$ cat config.mk
export PLATFORM = sky130hd
export DESIGN_NAME = intpin_ctrl
export DESIGN_NICKNAME = d
export VERILOG_FILES = /design/src/rtl/intpin_pkg.sv /design/src/rtl/intpin_cfg_reg.sv /design/src/rtl/intpin_src_gate.sv /design/src/rtl/intpin_fsm.sv /design/src/rtl/intpin_drive.sv /design/src/rtl/intpin_ctrl.sv
export SDC_FILE = /design/constraint.sdc
export NUM_CORES = 1
export LEC_CHECK = 0
export BUFFER_PORTS_ARGS = -buffer_cell sky130_fd_sc_hd__buf_2
export CAP_MARGIN = 5
export CORE_ASPECT_RATIO = 0.75
export CORE_MARGIN = 10
export CORE_UTILIZATION = 44
export DETAILED_ROUTE_END_ITERATION = 6
export PLACE_DENSITY = 0.69
export SLEW_MARGIN = 15
export SYNTH_ARGS = -nofsm -noshare
export SYNTH_HDL_FRONTEND = slang
export SYNTH_SLANG_ARGS = --single-unit
export TNS_END_PERCENT = 5
$ cat constraint.sdc
create_clock -name clk -period 2.96 [get_ports clk]
set_input_delay 0.444 -clock clk [delete_from_list [all_inputs] [get_ports clk]]
set_output_delay 0.444 -clock clk [all_outputs]
set_load 0.02 [all_outputs]
$ cat src/rtl/intpin_pkg.sv
package intpin_pkg;

    localparam int NSRC = 3;

    typedef enum logic [1:0] {
        ST_IDLE  = 2'd0,
        ST_PULSE = 2'd1,
        ST_LEVEL = 2'd2
    } pin_state_t;

    typedef struct packed {
        logic [NSRC-1:0] en;   // [2] watchdog, [1] alarm, [0] power fail
        logic            hl;   // 1: push-pull active high
        logic            pl;   // 1: timed pulse
    } pin_cfg_t;

endpackage

$ cat src/rtl/intpin_cfg_reg.sv
module intpin_cfg_reg
    import intpin_pkg::*;
(
    input  logic       clk,
    input  logic       rst_n,
    input  logic       wr,
    input  logic [7:0] wdata,
    output logic [7:0] rdata,
    output pin_cfg_t   cfg
);

    pin_cfg_t cfg_q;

    always_ff @(posedge clk or negedge rst_n) begin
        if (!rst_n) begin
            cfg_q <= '0;
        end else if (wr) begin
            cfg_q.en <= wdata[7:5];
            cfg_q.hl <= wdata[3];
            cfg_q.pl <= wdata[2];
        end
    end

    always_comb begin
        rdata      = 8'h00;
        rdata[7:5] = cfg_q.en;
        rdata[3]   = cfg_q.hl;
        rdata[2]   = cfg_q.pl;
    end

    assign cfg = cfg_q;

endmodule

$ cat src/rtl/intpin_src_gate.sv
module intpin_src_gate
    import intpin_pkg::*;
(
    input  logic [NSRC-1:0] evt,
    input  logic [NSRC-1:0] en,
    output logic            hit
);

    logic [NSRC-1:0] gated;

    for (genvar i = 0; i < NSRC; i++) begin : g_src
        assign gated[i] = evt[i] & en[i];
    end

    assign hit = |gated;

endmodule

$ cat src/rtl/intpin_fsm.sv
module intpin_fsm
    import intpin_pkg::*;
#(
    parameter int PULSE_MS = 200
) (
    input  logic       clk,
    input  logic       rst_n,
    input  logic       hit,
    input  logic       pulse_mode,
    input  logic       flags_rd,
    input  logic       ms_tick,
    output pin_state_t state_o,
    output logic       active_o
);

    localparam int CNT_W = $clog2(PULSE_MS + 1);
    localparam logic [CNT_W-1:0] CNT_LOAD = CNT_W'(PULSE_MS);
    localparam logic [CNT_W-1:0] CNT_LAST = CNT_W'(1);

    pin_state_t       state_q, state_d;
    logic [CNT_W-1:0] cnt_q, cnt_d;

    // next-state and count decision
    always_comb begin
        state_d = state_q;
        cnt_d   = cnt_q;
        unique case (state_q)
            ST_IDLE: begin
                if (hit && pulse_mode) begin
                    state_d = ST_PULSE;
                    cnt_d   = CNT_LOAD;
                end else if (hit) begin
                    state_d = ST_LEVEL;
                end
            end
            ST_PULSE: begin
                if (hit) begin
                    cnt_d = CNT_LOAD;
                end else if (ms_tick) begin
                    if (cnt_q <= CNT_LAST) begin
                        state_d = ST_IDLE;
                        cnt_d   = '0;
                    end else begin
                        cnt_d = cnt_q - CNT_LAST;
                    end
                end
            end
            ST_LEVEL: begin
                if (flags_rd && !hit) begin
                    state_d = ST_IDLE;
                end
            end
            default: begin
                state_d = ST_IDLE;
                cnt_d   = '0;
            end
        endcase
    end

    // state register
    always_ff @(posedge clk or negedge rst_n) begin
        if (!rst_n) begin
            state_q <= ST_IDLE;
            cnt_q   <= '0;
        end else begin
            state_q <= state_d;
            cnt_q   <= cnt_d;
        end
    end

    // outputs
    always_comb begin
        state_o = state_q;
        unique case (state_q)
            ST_PULSE, ST_LEVEL: active_o = 1'b1;
            default:            active_o = 1'b0;
        endcase
    end

endmodule

$ cat src/rtl/intpin_drive.sv
module intpin_drive (
    input  logic active,
    input  logic push_pull,
    output logic pin_out,
    output logic pin_oe
);

    always_comb begin
        if (push_pull) begin
            pin_oe  = 1'b1;
            pin_out = active;
        end else begin
            pin_oe  = active;
            pin_out = 1'b0;
        end
    end

endmodule

$ cat src/rtl/intpin_ctrl.sv
module intpin_ctrl
    import intpin_pkg::*;
#(
    parameter int PULSE_MS = 200
) (
    input  logic       clk,
    input  logic       rst_n,
    input  logic       cfg_wr,
    input  logic [7:0] cfg_wdata,
    output logic [7:0] cfg_rdata,
    input  logic       wdog_evt,
    input  logic       alarm_evt,
    input  logic       pfail_evt,
    input  logic       flags_rd,
    input  logic       ms_tick,
    output logic       pin_out,
    output logic       pin_oe
);

    pin_cfg_t   cfg;
    logic       hit;
    logic       active;
    pin_state_t state;

    intpin_cfg_reg u_cfg (
        .clk   (clk),
        .rst_n (rst_n),
        .wr    (cfg_wr),
        .wdata (cfg_wdata),
        .rdata (cfg_rdata),
        .cfg   (cfg)
    );

    intpin_src_gate u_gate (
        .evt ({wdog_evt, alarm_evt, pfail_evt}),
        .en  (cfg.en),
        .hit (hit)
    );

    intpin_fsm #(.PULSE_MS(PULSE_MS)) u_fsm (
        .clk        (clk),
        .rst_n      (rst_n),
        .hit        (hit),
        .pulse_mode (cfg.pl),
        .flags_rd   (flags_rd),
        .ms_tick    (ms_tick),
        .state_o    (state),
        .active_o   (active)
    );

    intpin_drive u_drv (
        .active    (active),
        .push_pull (cfg.hl),
        .pin_out   (pin_out),
        .pin_oe    (pin_oe)
    );

endmodule

After elaboration in Yosys (flattened, before gate mapping). Index checks and enable logic that the tools add are counted. Widths: inputs -> output; s select.

Output and inout bits: 10. Bits in latches: 0. RAM bits: 0. Register bits: 15. Memory bits (read-only): 0. Word-level logic and storage cells: 43. Memories kept: 0. Input port bits: 16.

Shift-type cells: 0. Muxes and demuxes: 15. Bitwise logic cells: 4. $mul: 0. Div/mod/pow operators: 0. $lt $le $gt $ge: 1. Add/subtract/negate cells: 1. Reductions and logical operators: 8. Equality and inequality tests: 9.

Operator list (count): $mux 8 (4); $pmux 8 s3 (1); $mux 2 (6); $le 8x1->1 const B (1); $sub 8x1->8 const B (1); $ne 2x1->1 const B (3); $pmux 2 s3 (1); $reduce_and 5->1 (1); $ne 2x2->1 const B (2); $and 1x1->1 (3); $mux 1 (3); $ne 3x1->1 const B (1); $ne 3x2->1 const B (1); $reduce_and 3->1 (1); $reduce_or 3->1 (1); $eq 2x1->1 const B (1); $eq 2x2->1 const B (1); $logic_and 1x1->1 (2); $logic_not 2->1 (1); $reduce_or 2->1 (1); $logic_not 1->1 (1); $not 1->1 (1).

Depth between registers and ports, before layout. Gate-level depths: netlist of run 1.

Depth in word-level cells: 6. Mapped depth: 8. Gate-level depth less buffers: 7.

Hierarchy. From an unflattened synthesis of run 1, not the netlist that was laid out.

Cells, all modules: 102. Area, all modules: 1004.7 µm².

By module, submodules not included: intpin_fsm (seq. area each 250.2 µm², area each 732.0 µm², cells each 79, instances 1); intpin_cfg_reg (seq. area each 125.1 µm², area each 245.2 µm², cells each 19, instances 1); intpin_drive (seq. area each 0.0 µm², area each 13.8 µm², cells each 2, instances 1); intpin_src_gate (seq. area each 0.0 µm², area each 13.8 µm², cells each 2, instances 1).

Least setup slack after synthesis of run 1. Ideal clock, no wire load.

Kind: reg2reg. Start: register u_fsm.cnt_q[2]. End: register u_fsm.state_q[0], in the netlist u_fsm.state_o[0]. Period minus slack after synthesis: 2048 ps. Setup time: 125 ps. Arrival: 1923 ps. Stages on the path, launching flop included: 6. Path buffers: 0. Path slack: 912 ps. Required time: 2835 ps. Path through: dfrtp_1 -> or4_4 -> nor4_4 -> nand3_1 -> a221o_1 -> mux2_4.

Cells in the longest elaborated chain, start to end: 3.

Ends and longest elaborated chain: start: declaration (line intpin_fsm.sv:21) `logic [CNT_W-1:0] cnt_q, cnt_d;`; start signal: assignment (line intpin_fsm.sv:67) `cnt_q <= cnt_d;`; $le 8x1->1 (line intpin_fsm.sv:40) `if (cnt_q <= CNT_LAST) begin`; $ne 2x1->1 (no source line); $reduce_and 5->1 (no source line); end signal: assignment (line intpin_fsm.sv:66) `state_q <= state_d;`; end: declaration (line intpin_fsm.sv:20) `pin_state_t state_q, state_d;`.

No other way between the ends. A chain may end at the register's enable or synchronous reset.

Worst setup path in the final report of run 1. Same ends and word-level chain as after synthesis.

==> flow_summary.toml, run 1 <==
[pwr]
leakage_nw = 0.503
p_switching_uw = 397
power_uw = 937
clkPwrFrac = 0.126
ir_drop_v = 0.000516
pwr-share-comb = 0.546
seq_power_share = 0.328
p_int_uw = 540
switching_share = 0.424
p_per_area_nw_per_um2 = 875

[routing]
route.met2.wl_um = 990
wl_met1_um = 827
drc = 0
drt-initial-drc-count = 59
postRouteAntennaNets = 0
dr.max_layer_used = "met4"
wirelength_um = 2080
viasPerCell = 5.76
first_pass_iters = 4
wl_met3_um = 248
vias = 800
wl_per_cell_um = 14.9

[final_layout]
design_area_um2 = 1070
stdcell_count = 139
mostFrequentLayoutCells = "buf_2 (19), dfrtp_1 (15), o21ai_0 (7), nor2_1 (6), mux2_2 (6)"
final_core_util = 0.527
final_common_cell = "buf_2"
multiInputGateArea_um2 = 518
layout-drive-gt1-share = 0.296
final_nets = 137
area_delta_synth_final_pct = 12.8
regArea_um2 = 375
fillers = 200
n_antenna_cell = 0

[synthesis]
yosys_register_bits = 15
synth-edff-count = 0
synth_top_area_cell = "dfrtp_1"
async_flop_share = 1.00
synth_top_area_share = 0.395
synth_warnings = 0
synth_ff_type = "dfrtp_1"
synthDistinctLibCells = 35
synthCells = 96
synth.avg_cell_area_um2 = 9.89
ys_top_cells_by_area = "dfrtp_1 (40%), mux2_2 (7.1%), ha_1 (6.6%)"
yosysSeqAreaShare = 0.395
syn_area_um2 = 950

[flow_run]
cap_violations = 0

[timing]
final.min_clock_period_ps = 2160
finalSetupTns_ps = 0
skew_ps = 17.5
fmax_mhz = 463
rsz0062_at_grt = "false"
min_period_over_period = 0.730
finalHoldViolCount = 0
holdWs_ps = 39.1
setup_viol = 0
fin_ws_ps = 798
slew_viol_final = 0

[grt]
grt_antenna_before_repair = 0
grt_overflow_total = 0
first_global_vias = 745
grt_start_max_net_pins = 16
grt_pass1_wl_um = 3430
grt_usage = 0.0954

[place]
globalplace.congestion = 0.885
placed_area_um2 = 1040
dp_slack_ps = 829
port_buffers = 19
dpl.hpwl_um = 1660
dp_cells = 135

[floorplanning]
dieArea_um2 = 4440
dieWidth_um = 73.6
die_h_um = 60.2
core_area_um2 = 2030
rows = 14
initial_core_util = 0.467
pin_count = 26

[clock_network]
clk_latency_ps = 290
path_clk_slew_ps = 100
cts_setup_buffers = 0
cts_buffers = 3
cts_resized = 0
numClockSinks = 15
clock-root-buffer = "clkbuf_4"
htree_num_levels = 1
ctsHoldBuffers = 0
cts_tree = "yes"
cts_buffer_depth = 2

[setup_path]
critPathArrivalTime_ps = 2350
crit_type = "reg2reg"
critPathMaxFanout = 7
cp.required_ps = 3150
cp-end-kind = "flop"
startpoint_type = "flop"

[worst_hold_path]
hold_class = "in2async"

[outcome]
status = "complete, no violations"
[state kept, by name, summed over array words and instances, names as in the netlist]
signal	flops
u_fsm.state_o	2
u_cfg.cfg	5
u_fsm.cnt_q	8
[worst max-delay path, stage by stage (launching register included)]
cell	delay (ps)
dfrtp_1	460
or4_4	580
nor4_4	260
nand3_1	110
a221o_1	350
mux2_4	310
[final cells by class]
class	instances	share of cell area
tap	24	0.0280
inverter	5	0.0175
multi-input combinational	71	0.484
clock buffer	4	0.0245
sequential	15	0.350
timing repair buffer	20	0.0958
[cell usage after synthesis, types with 2 or more instances]
library cell / instances
mux2_2: 6
nand2_1: 5
clkbuf_1: 2
and2_1: 2
dfrtp_1: 15
nor2_1: 6
nor2b_1: 2
nand2b_1: 3
buf_4: 5
a21oi_1: 5
inv_1: 5
ha_1: 5
o2bb2ai_1: 2
nor4_1: 3
nor3_1: 3
a32o_1: 2
o21ai_0: 7
[kinds of logic (layout without fill, tap and decap cells)]
group / Yosys count / count (layout) / share of synthesized area
AO/OA/AOI/OAI: 26 / 26 / 0.191
adder cells (fa/ha/maj): 5 / 5 / 0.0659
buffers and inverters: 12 / 29 / 0.0672
flip-flops: 15 / 15 / 0.395
multiplexers: 8 / 8 / 0.0975
other: 1 / 3 / 0.00395
AND/OR/NAND/NOR: 29 / 29 / 0.179
[path summary, 6_finish.rpt]
check | startpoint | cells past startpoint | slack (ps) | to
worst min register to register | u_cfg.cfg[2]$_DFFE_PN0P_ | 1 | 540 | u_cfg.cfg[2]$_DFFE_PN0P_
max in group asynchronous | rst_n | 1 | 2650 | u_cfg.cfg[0]$_DFFE_PN0P_
worst max-delay path | u_fsm.cnt_q[2]$_DFFE_PN0P_ | 5 | 800 | u_fsm.state_o[0]$_DFFE_PN0P_
worst max register to register | u_fsm.cnt_q[2]$_DFFE_PN0P_ | 5 | 800 | u_fsm.state_o[0]$_DFFE_PN0P_
worst min-delay path | rst_n | 1 | 40 | u_fsm.state_o[1]$_DFFE_PN0P_
min in group clk | cfg_wdata[3] | 2 | 380 | u_cfg.cfg[1]$_DFFE_PN0P_
[power groups by stage]
stage,registers (mW),clock network [mW],logic (mW)
global route,0.313,0.130,0.570
global placement,0.306,0,0.502
CTS,0.305,0.121,0.510
detailed placement,0.310,0,0.507
floorplan,0.301,0,0.404
finish,0.307,0.118,0.512
[per-layer routing]
layer / track usage / vias up
li1: - / 381
met1: 0.117 / 371
met2: 0.149 / 46
met3: 0.0414 / 2
met4: 0.0239 / 0
met5: 0 / -
No activity file was read; power rests on OpenSTA's default activity.
==> run 2: changes to the inputs <==
PLACE_DENSITY = 0.72   (was 0.69)
clock period = 1.9 ns   (was 2.96 ns; I/O delays follow)
==> run 2 against run 1 <==
The run now ends with negative setup slack left. Hold slack improved by 170 ps. Die area unchanged. Via count increased by 6.4%. Total power increased by 86%. Register-to-register slack got worse by 870 ps. Routed wire length increased by 17%. Utilization increased by 7.3 points. Clock power increased by 60%. Final cell count increased by 12%. Clock skew decreased by 9.2 ps. Maximum frequency increased by 9.5%. Largest power group unchanged. First-iteration DRC count decreased by 14%. Critical path type unchanged. Highest routed layer unchanged.
==> flow_summary.toml, run 2 (synthesized netlist as in run 1, its figures left out) <==
[timing]
fmax_mhz = 507
holdWs_ps = 208
skew_ps = 8.31
fin_ws_ps = -73.6
rsz0062_at_grt = "true"
slew_viol_final = 0
finalHoldViolCount = 0
setup_viol = 6
final.min_clock_period_ps = 1970
min_period_over_period = 1.04

[grt]
busiest_layer = "met2"
grt_antenna_before_repair = 0
met1_usage = 0.130
met3_usage = 0.0596
grt_pass1_wl_um = 3980
first_global_vias = 862
grt_usage = 0.115
grtUsageMet2 = 0.177
grt_start_max_net_pins = 16
grt_overflow_total = 0

[routing]
drc = 0
vias = 851
postRouteAntennaNets = 0
wl_per_cell_um = 15.5
wirelength_um = 2420
viasPerCell = 5.46
drt-initial-drc-count = 51
first_pass_iters = 4

[clock_network]
htree_num_levels = 1
cts_tree = "yes"
clk_latency_ps = 300
cts_buffers = 3
clock-root-buffer = "clkbuf_4"
numClockSinks = 15
path_clk_slew_ps = 90
cts_buffer_depth = 2

[floorplanning]
dieWidth_um = 73.6
die_h_um = 60.2
core_area_um2 = 2030
dieArea_um2 = 4440
pin_count = 26
initial_core_util = 0.467
rows = 14

[setup_path]
cp-end-kind = "flop"
critPathMaxFanout = 2
crit_type = "reg2reg"
cp.required_ps = 2090
startpoint_type = "flop"
critPathArrivalTime_ps = 2160

[place]
dpl.hpwl_um = 1930
globalplace.congestion = 0.838
dp_cells = 148
dp_slack_ps = -115
port_buffers = 19

[final_layout]
n_antenna_cell = 0
multiInputGateArea_um2 = 536
mostFrequentLayoutCells = "buf_2 (19), buf_4 (17), dfrtp_1 (15), mux2_2 (6)"
final_nets = 154
regArea_um2 = 375
fillers = 170
final_core_util = 0.600
area_delta_synth_final_pct = 28.5
final_common_cell = "buf_2"
largest_register_ffs = 8
stdcell_count = 156
layout-drive-gt1-share = 0.409
regMostFlops = "u_fsm.cnt_q"

[pwr]
power_mw = 1.74
seq_power_share = 0.264
p_int_mw = 1.02
p_switching_uw = 722
leakage_nw = 0.591
p_per_area_nw_per_um2 = 1430
switching_share = 0.414
pwr-share-comb = 0.628
clkPwrFrac = 0.108
ir_drop_v = 0.000847

[outcome]
violations = "negative setup slack"
status = "finished with violations"

[flow_run]
cap_violations = 0

[worst_hold_path]
hold_class = "in2reg"
-- run 2: final timing paths --
path	start	slack [ps]	end	cells after the start
max in group asynchronous	rst_n	1220	u_fsm.cnt_q[4]$_DFFE_PN0P_	2
hold / removal	cfg_wdata[3]	210	u_cfg.cfg[1]$_DFFE_PN0P_	2
setup reg to reg	u_fsm.cnt_q[3]$_DFFE_PN0P_	-70	u_fsm.state_o[0]$_DFFE_PN0P_	5
hold reg to reg	u_cfg.cfg[1]$_DFFE_PN0P_	550	u_cfg.cfg[1]$_DFFE_PN0P_	1
min in group asynchronous	rst_n	410	u_cfg.cfg[2]$_DFFE_PN0P_	2
setup / recovery	u_fsm.cnt_q[3]$_DFFE_PN0P_	-70	u_fsm.state_o[0]$_DFFE_PN0P_	5
-- run 2: through the flow --
stage,area [µm²],TNS (ps)
6_report,1220,-327
2_1_floorplan,957,-71.4
4_1_cts,1200,-573
3_3_place_gp,1140,-60.4
5_1_grt,1220,-895
3_5_place_dp,1140,-186
-- run 2: what timing repair did --
item | CTS | global route
endpoints found under the hold margin | 15 | 0
hold buffers | 1 | 0
setup endpoints to repair | 2 | 8
gates resized for setup | 1 | 6
setup buffers | 2 | 1
pin swaps | 2 | 7
gates cloned | 0 | 0
-- run 2: layer usage --
layer  wire length, µm  up-vias
met1              1070      397
met5                 0        -
met2              1120       31
met4                56        0
met3               176        8
li1                  -      415
-- run 2: layout make-up --
| class | count | share of cell area |
|---|---|---|
| Inverter | 5 | 0.0154 |
| Multi-Input combinational cell | 71 | 0.439 |
| Timing Repair Buffer | 37 | 0.191 |
| Tap cell | 24 | 0.0246 |
| Clock inverter | 1 | 0.00410 |
| Clock buffer | 3 | 0.0185 |
| Sequential cell | 15 | 0.308 |
-- run 2: worst max-delay path, cell delays in order, from the launching register on --
cell	delay, ps
dfrtp_1	390
or4_4	560
nor4_4	170
nand3_1	100
a221o_1	340
mux2_4	310
-- run 2: power groups by stage --
stage	sequential [mW]	clock, mW	combinational, mW
2_1_floorplan	0.470	0	0.626
3_3_place_gp	0.460	0	0.932
3_5_place_dp	0.463	0	0.976
4_1_cts	0.458	0.193	1.03
5_1_grt	0.469	0.206	1.19
6_report	0.460	0.189	1.10
